==> src/rtl/psw_pkg.sv <==
package psw_pkg;
    localparam int SW_W = 7;
    localparam int MN_W = 11;

    typedef struct packed {
        logic [SW_W-1:0] swc;
        logic [MN_W-1:0] mnc;
        logic            hsel;
    } psw_cfg_t;
endpackage

==> src/rtl/psw_cfg_stage.sv <==
module psw_cfg_stage
    import psw_pkg::*;
#(
    parameter int A_MAX = 15,
    parameter int B_MIN = 3,
    parameter int A_RST = 0,
    parameter int B_RST = 3
) (
    input  logic            clk,
    input  logic            rst_n,
    input  logic            load,
    input  logic [SW_W-1:0] swallow_in,
    input  logic [MN_W-1:0] main_in,
    input  logic            hi_mod,
    output psw_cfg_t        staged,
    output logic            load_err
);
    localparam logic [SW_W-1:0] A_LIM = SW_W'(A_MAX);
    localparam logic [MN_W-1:0] B_LIM = MN_W'(B_MIN);

    typedef struct packed {
        psw_cfg_t cfg;
        logic     err;
    } stage_t;

    stage_t st_d, st_q;
    logic   ok;

    always_comb begin
        ok = (main_in >= B_LIM) && (swallow_in <= A_LIM) &&
             (MN_W'(swallow_in) <= main_in);
        st_d     = st_q;
        st_d.err = 1'b0;
        if (load) begin
            if (ok) begin
                st_d.cfg.swc  = swallow_in;
                st_d.cfg.mnc  = main_in;
                st_d.cfg.hsel = hi_mod;
            end else begin
                st_d.err = 1'b1;
            end
        end
    end

    always_ff @(posedge clk) begin
        if (!rst_n) begin
            st_q.cfg.swc  <= SW_W'(A_RST);
            st_q.cfg.mnc  <= MN_W'(B_RST);
            st_q.cfg.hsel <= 1'b0;
            st_q.err      <= 1'b0;
        end else begin
            st_q <= st_d;
        end
    end

    assign staged   = st_q.cfg;
    assign load_err = st_q.err;
endmodule

==> src/rtl/psw_prescaler.sv <==
module psw_prescaler #(
    parameter int P_LO = 8,
    parameter int P_HI = 16
) (
    input  logic                        clk,
    input  logic                        rst_n,
    input  logic                        hold,
    input  logic                        hsel,
    input  logic                        plus_one,
    output logic                        tick,
    output logic [$clog2(P_HI+1)-1:0]   pre_cnt
);
    localparam int PC_W = $clog2(P_HI + 1);
    localparam logic [PC_W-1:0] LAST_LO = PC_W'(P_LO - 1);
    localparam logic [PC_W-1:0] LAST_HI = PC_W'(P_HI - 1);

    logic [PC_W-1:0] cnt_d, cnt_q;
    logic [PC_W-1:0] last;

    always_comb begin
        last = hsel ? LAST_HI : LAST_LO;
        if (plus_one) last = last + 1'b1;
        tick  = !hold && (cnt_q == last);
        cnt_d = cnt_q + 1'b1;
        if (hold || tick) cnt_d = '0;
    end

    always_ff @(posedge clk) begin
        if (!rst_n) cnt_q <= '0;
        else        cnt_q <= cnt_d;
    end

    assign pre_cnt = cnt_q;
endmodule

==> src/rtl/psw_counters.sv <==
module psw_counters
    import psw_pkg::*;
#(
    parameter int A_RST = 0,
    parameter int B_RST = 3
) (
    input  logic            clk,
    input  logic            rst_n,
    input  logic            hold,
    input  logic            tick,
    input  psw_cfg_t        staged,
    output logic [SW_W-1:0] a_cnt,
    output logic [MN_W-1:0] b_cnt,
    output logic            hsel,
    output logic            plus_one,
    output logic            div_pulse
);
    typedef struct packed {
        logic [SW_W-1:0] a;
        logic [MN_W-1:0] b;
        logic            sel;
        logic            pulse;
    } cnt_t;

    cnt_t c_d, c_q;

    always_comb begin
        c_d       = c_q;
        c_d.pulse = 1'b0;
        if (hold) begin
            c_d.a   = staged.swc;
            c_d.b   = staged.mnc;
            c_d.sel = staged.hsel;
        end else if (tick) begin
            if (c_q.b == MN_W'(1)) begin
                c_d.a     = staged.swc;
                c_d.b     = staged.mnc;
                c_d.sel   = staged.hsel;
                c_d.pulse = 1'b1;
            end else begin
                c_d.b = c_q.b - 1'b1;
                if (c_q.a != '0) c_d.a = c_q.a - 1'b1;
            end
        end
    end

    always_ff @(posedge clk) begin
        if (!rst_n) begin
            c_q.a     <= SW_W'(A_RST);
            c_q.b     <= MN_W'(B_RST);
            c_q.sel   <= 1'b0;
            c_q.pulse <= 1'b0;
        end else begin
            c_q <= c_d;
        end
    end

    assign a_cnt     = c_q.a;
    assign b_cnt     = c_q.b;
    assign hsel      = c_q.sel;
    assign plus_one  = (c_q.a != '0);
    assign div_pulse = c_q.pulse;
endmodule

==> src/rtl/psw_divider.sv <==
module psw_divider
    import psw_pkg::*;
#(
    parameter int P_LO  = 8,
    parameter int P_HI  = 16,
    parameter int A_MAX = 15,
    parameter int B_MIN = 3,
    parameter int A_RST = 0,
    parameter int B_RST = 3
) (
    input  logic        clk,
    input  logic        rst_n,
    input  logic        hold,
    input  logic        load,
    input  logic [6:0]  swallow_in,
    input  logic [10:0] main_in,
    input  logic        hi_mod,
    output logic        div_pulse,
    output logic        load_err
);
    localparam int PC_W = $clog2(P_HI + 1);

    psw_cfg_t        staged;
    logic            tick, hsel, plus_one;
    logic [SW_W-1:0] a_cnt;
    logic [MN_W-1:0] b_cnt;
    logic [PC_W-1:0] pre_cnt;

    psw_cfg_stage #(.A_MAX(A_MAX), .B_MIN(B_MIN), .A_RST(A_RST), .B_RST(B_RST)) u_cfg (
        .clk(clk), .rst_n(rst_n), .load(load), .swallow_in(swallow_in),
        .main_in(main_in), .hi_mod(hi_mod), .staged(staged), .load_err(load_err)
    );

    psw_prescaler #(.P_LO(P_LO), .P_HI(P_HI)) u_pre (
        .clk(clk), .rst_n(rst_n), .hold(hold), .hsel(hsel),
        .plus_one(plus_one), .tick(tick), .pre_cnt(pre_cnt)
    );

    psw_counters #(.A_RST(A_RST), .B_RST(B_RST)) u_cnt (
        .clk(clk), .rst_n(rst_n), .hold(hold), .tick(tick), .staged(staged),
        .a_cnt(a_cnt), .b_cnt(b_cnt), .hsel(hsel), .plus_one(plus_one),
        .div_pulse(div_pulse)
    );
endmodule

==> config.mk <==
export PLATFORM = sky130hd
export DESIGN_NAME = psw_divider
export DESIGN_NICKNAME = d
export VERILOG_FILES = /design/src/rtl/psw_pkg.sv /design/src/rtl/psw_cfg_stage.sv /design/src/rtl/psw_prescaler.sv /design/src/rtl/psw_counters.sv /design/src/rtl/psw_divider.sv
export SDC_FILE = /design/constraint.sdc
export NUM_CORES = 1
export LEC_CHECK = 0
export BUFFER_PORTS_ARGS = -buffer_cell sky130_fd_sc_hd__buf_2
export CORE_ASPECT_RATIO = 0.5
export CORE_MARGIN = 8
export CORE_UTILIZATION = 53
export DETAILED_ROUTE_END_ITERATION = 8
export PLACE_DENSITY = 0.76
export SLEW_MARGIN = 5
export SYNTH_ARGS = -nofsm -noshare
export SYNTH_HDL_FRONTEND = slang
export SYNTH_SLANG_ARGS = --single-unit
==> constraint.sdc <==
create_clock -name clk -period 2.5 [get_ports clk]
set_input_delay 0.5 -clock clk [delete_from_list [all_inputs] [get_ports clk]]
set_output_delay 0.5 -clock clk [all_outputs]
set_load 0.05 [all_outputs]
==> summary.txt <==
Status
  – Outcome: finished clean

Placed design
  – Count of input and output buffers: 24
  – Setup slack after placement: -0.0399 ns
  – Post-detail-place hpwl: 4690 µm
  – Placed Cells incl. Taps: 393
  – Placed cell area: 2760 µm²
  – Placer's final routability congestion estimate: 0.954

Min path
  – Type of the worst min-delay path: in -> reg
  – Hold_sp: load
  – Hold Path End: u_cfg.load_err$_SDFF_PN0_
  – Worst hold stages: 3

STA
  – Tightest slew margin relative to the limit: 67.0%
  – Clock skew: 0.00655 ns
  – # setup viols final: 0
  – Maximum frequency from static timing analysis: 418 MHz
  – Final Hold Vio Count: 0
  – Period utilization: 95.8%
  – Setup repair after global routing missed its margin: yes
  – PnR worst setup slack: 0.105 ns
  – Worst Max-Slew Pin Slew: 0.490 ns
  – Shortest period the worst path allows: 2.40 ns
  – Final-layout setup total negative slack: 0 ns
  – Final slew viol count: 0

Setup path
  – Startpoint kind of the worst setup timing path: flop
  – Register-to-Register Setup Slack: 0.10 ns
  – Slowest cell on the critical path: sky130_fd_sc_hd__dfxtp_4
  – Crit-path max cell delay: 0.36 ns
  – Required time worst endpoint: 2.71 ns
  – Worst path buffer plus inverter count: 2
  – Worst Path Max Fanout: 8
  – Crit Reg-Reg Endpoint: u_cnt.b_cnt[5]$_SDFFE_PN0P_
  – CP Capture Type: flop
  – Data arrival time of the critical path: 2.60 ns
  – Worst path top cell family by delay: compound AO/OA/AOI/OAI gates
  – Launch point of the worst reg-to-reg path: u_cnt.a_cnt[0]$_SDFFE_PN0P_
  – Critical-path cell list: inv_2 -> ha_1 -> nor3b_4 -> nand2_1 -> ha_1 -> xnor2_1 -> nand2_1 -> o21bai_4 -> buf_6 -> a21oi_4 -> nor3_2 -> a2111oi_2
  – Register-to-Register Path Depth: 12
  – Critical Setup Path Class: reg -> reg
  – Launching instance or port of the critical path: u_cnt.a_cnt[0]$_SDFFE_PN0P_

Layout
  – Commonest non-fill, non-tap cells in the layout: 46 x sky130_fd_sc_hd__nand2_1, 43 x sky130_fd_sc_hd__dfxtp_1, 28 x sky130_fd_sc_hd__nor2_1
  – Ant. Diodes: 0
  – Fin util: 66.8%
  – Layout cells sized above 1: 22.9%
  – Area growth from synthesis to layout: 19.2%
  – Final design instance area without fill: 3000 µm²
  – Layout net count: 375
  – Most common cell after layout, fill and taps aside: sky130_fd_sc_hd__nand2_1
  – Number of non-filler instances in the completed layout: 406

Logic synthesis
  – Unique cell type count in the Yosys netlist: 55
  – Synthesized netlist cell count: 303
  – Number of warning messages in the yosys log: 0
  – Post-Synthesis Cell Area: 2510 µm²
  – Synth Area per Inst: 8.30 µm²
  – Async set-or-reset flop fraction in the synthesized netlist: 0%
  – Total nets after synthesis: 339
  – Number of flops mapped to enable cells by yosys: 0
  – Sequential element share of the synthesized area: 35.8%
  – Primary flip-flop cell chosen by synthesis mapping: sky130_fd_sc_hd__dfxtp_1
  – Count of state elements after synthesis: 45

Clocking
  – Clock root buffer: sky130_fd_sc_hd__clkbuf_8
  – Maximum buffer depth of the clock tree: 2
  – H-Tree Level Count: 2
  – Clock buffer count from CTS: 5
  – Clock net sink count: 45
  – Clock transition at the registers of the reported paths: 0.08 ns
  – TritonCTS clock tree: yes
  – Clock insertion delay at the later pin of the skew report: 0.30 ns

Power and ir drop
  – Max VDD drop: 0.452 mV
  – Power density cells: 983 nW/µm²
  – Part of the total power dissipated in sequential elements: 29.2%
  – Internal Pwr Total: 0.00182 W
  – Leakage dissipation: 1.29 nW
  – Combinational power share: 51.3%
  – Clock power frac: 19.5%
  – Sw Pwr: 0.00113 W
  – Switching share of total power: 38.4%

Floorplan
  – Number of ports placed on the die boundary: 25
  – Vertical die dimension: 64.7 µm
  – Placeable Area: 4490 µm²
  – Die Footprint: 7340 µm²
  – X dimension of the die: 113 µm
  – Num rows: 17
  – Initial Util: 56.0%

Global routing
  – First-pass GRT wire length: 10,300 µm
  – GR Util All Layers: 17.3%
  – Total global routing overflow: 0
  – Number of global-route vias before repair: 2,188
  – Initial antenna violation count: 0
  – Maximum number of pins on one net before global-route repair: 40

Routing
  – DR WL/cell: 16.3 µm
  – DRC Markers: 0
  – Ratio of routed vias to standard cells: 6.07
  – Initial drt markers: 147
  – Routed Antenna Nets: 0
  – Pre-Repair DR Iteration Count: 5
  – Total wire length: 6630 µm
  – Vias after detailed routing: 2,463

Job
  – Max-Cap Viols: 0
-- power groups by stage --
| stage | Sequential [W] | Combinational, W | Clock [W] |
|---|---|---|---|
| after floorplan | 0.000853 | 0.000861 | 0 |
| after global placement | 0.000857 | 0.00116 | 0 |
| after detailed placement | 0.000865 | 0.00120 | 0 |
| after CTS | 0.000849 | 0.00125 | 0.000577 |
| after global routing | 0.000867 | 0.00161 | 0.000606 |
| final | 0.000860 | 0.00151 | 0.000573 |
-- layer usage --
| layer | part of all wire (%) | vias up | track usage (%) | routed length (µm) |
|---|---|---|---|---|
| met2 | 46 | 121 | 28.1 | 3030 |
| met4 | 1.8 | 0 | 6.09 | 120 |
| li1 | - | 1154 | - | - |
| met3 | 8.6 | 15 | 4.25 | 568 |
| met5 | 0 | - | 0 | 0 |
| met1 | 44 | 1173 | 22.0 | 2910 |
-- worst min-delay path, cell delays in order --
cell and delay (ns):
sky130_fd_sc_hd__buf_2 0.10, sky130_fd_sc_hd__nand2_1 0.05, sky130_fd_sc_hd__a31oi_1 0.03
-- what timing repair did --
action	4_1_cts	5_1_grt
hold buffers	0	0
cloned	0	1
gates resized for setup	2	18
pin swaps	0	5
buffers inserted	0	4
setup endpoints to repair	5	15
-- synth_stat cells, drive strengths merged, types with 6 or more instances --
cell,count,area (µm²)
ha,13,163
nand3,8,40.0
nor3,12,76.3
mux2i,17,170
a21oi,17,88.8
inv,19,71.3
nor2,28,105
xnor2,6,52.6
buf,6,42.5
and3,6,38.8
nand2,46,173
o21ai,22,125
clkbuf,6,22.5
dfxtp,45,901
-- sequential cells by signal (all words and copies together), names as in the netlist --
register / flops
u_cfg.load_err: 1
u_cfg.staged: 19
u_cnt.a_cnt: 7
u_cnt.b_cnt: 11
u_cnt.div_pulse: 1
u_cnt.hsel: 1
u_pre.pre_cnt: 5
-- how the worst max path moves through the flow --
| stage | end | slack, ns | cells after the start |
|---|---|---|---|
| finish | u_cnt.b_cnt[5]$_SDFFE_PN0P_ | 0.10 | 12 |
| global placement | u_cnt.b_cnt[5]$_SDFFE_PN0P_ | 0.11 | 12 |
| floorplan | u_cnt.b_cnt[10]$_SDFFE_PN0P_ | 0.01 | 11 |
| detailed placement | u_cnt.b_cnt[9]$_SDFFE_PN0P_ | -0.04 | 12 |
| CTS | u_cnt.b_cnt[9]$_SDFFE_PN0P_ | 0.01 | 12 |
| global route | u_cnt.b_cnt[5]$_SDFFE_PN0P_ | -0.03 | 12 |
-- cell families (layout without fill, tap and decap cells) --
family / after synthesis / count (layout) / synth area share [%]
AO/OA/AOI/OAI: 72 / 72 / 20.6
flip-flops: 45 / 45 / 35.8
AND/OR/NAND/NOR: 117 / 117 / 22.1
multiplexers: 17 / 17 / 6.77
XOR/XNOR: 7 / 7 / 2.44
adder cells (fa/ha/maj): 13 / 13 / 6.47
buffers and inverters: 32 / 69 / 5.77
-- per-stage QoR --
step	total power, W	hold WS (ns)
CTS	0.00267	0.420
global placement	0.00201	0.447
detailed placement	0.00207	0.460
finish	0.00295	0.425
floorplan	0.00171	0.435
global route	0.00309	0.416
-- final cells by class --
| cell class | instances | area [µm²] |
|---|---|---|
| sequential | 45 | 906 |
| inverter | 19 | 71.3 |
| timing repair buffer | 42 | 256 |
| fill | 354 | 1490 |
| tap | 66 | 82.6 |
| clock inverter | 1 | 30.0 |
| clock buffer | 7 | 86.3 |
| multi-input combinational | 226 | 1570 |
No activity file was read; power rests on OpenSTA's default activity.
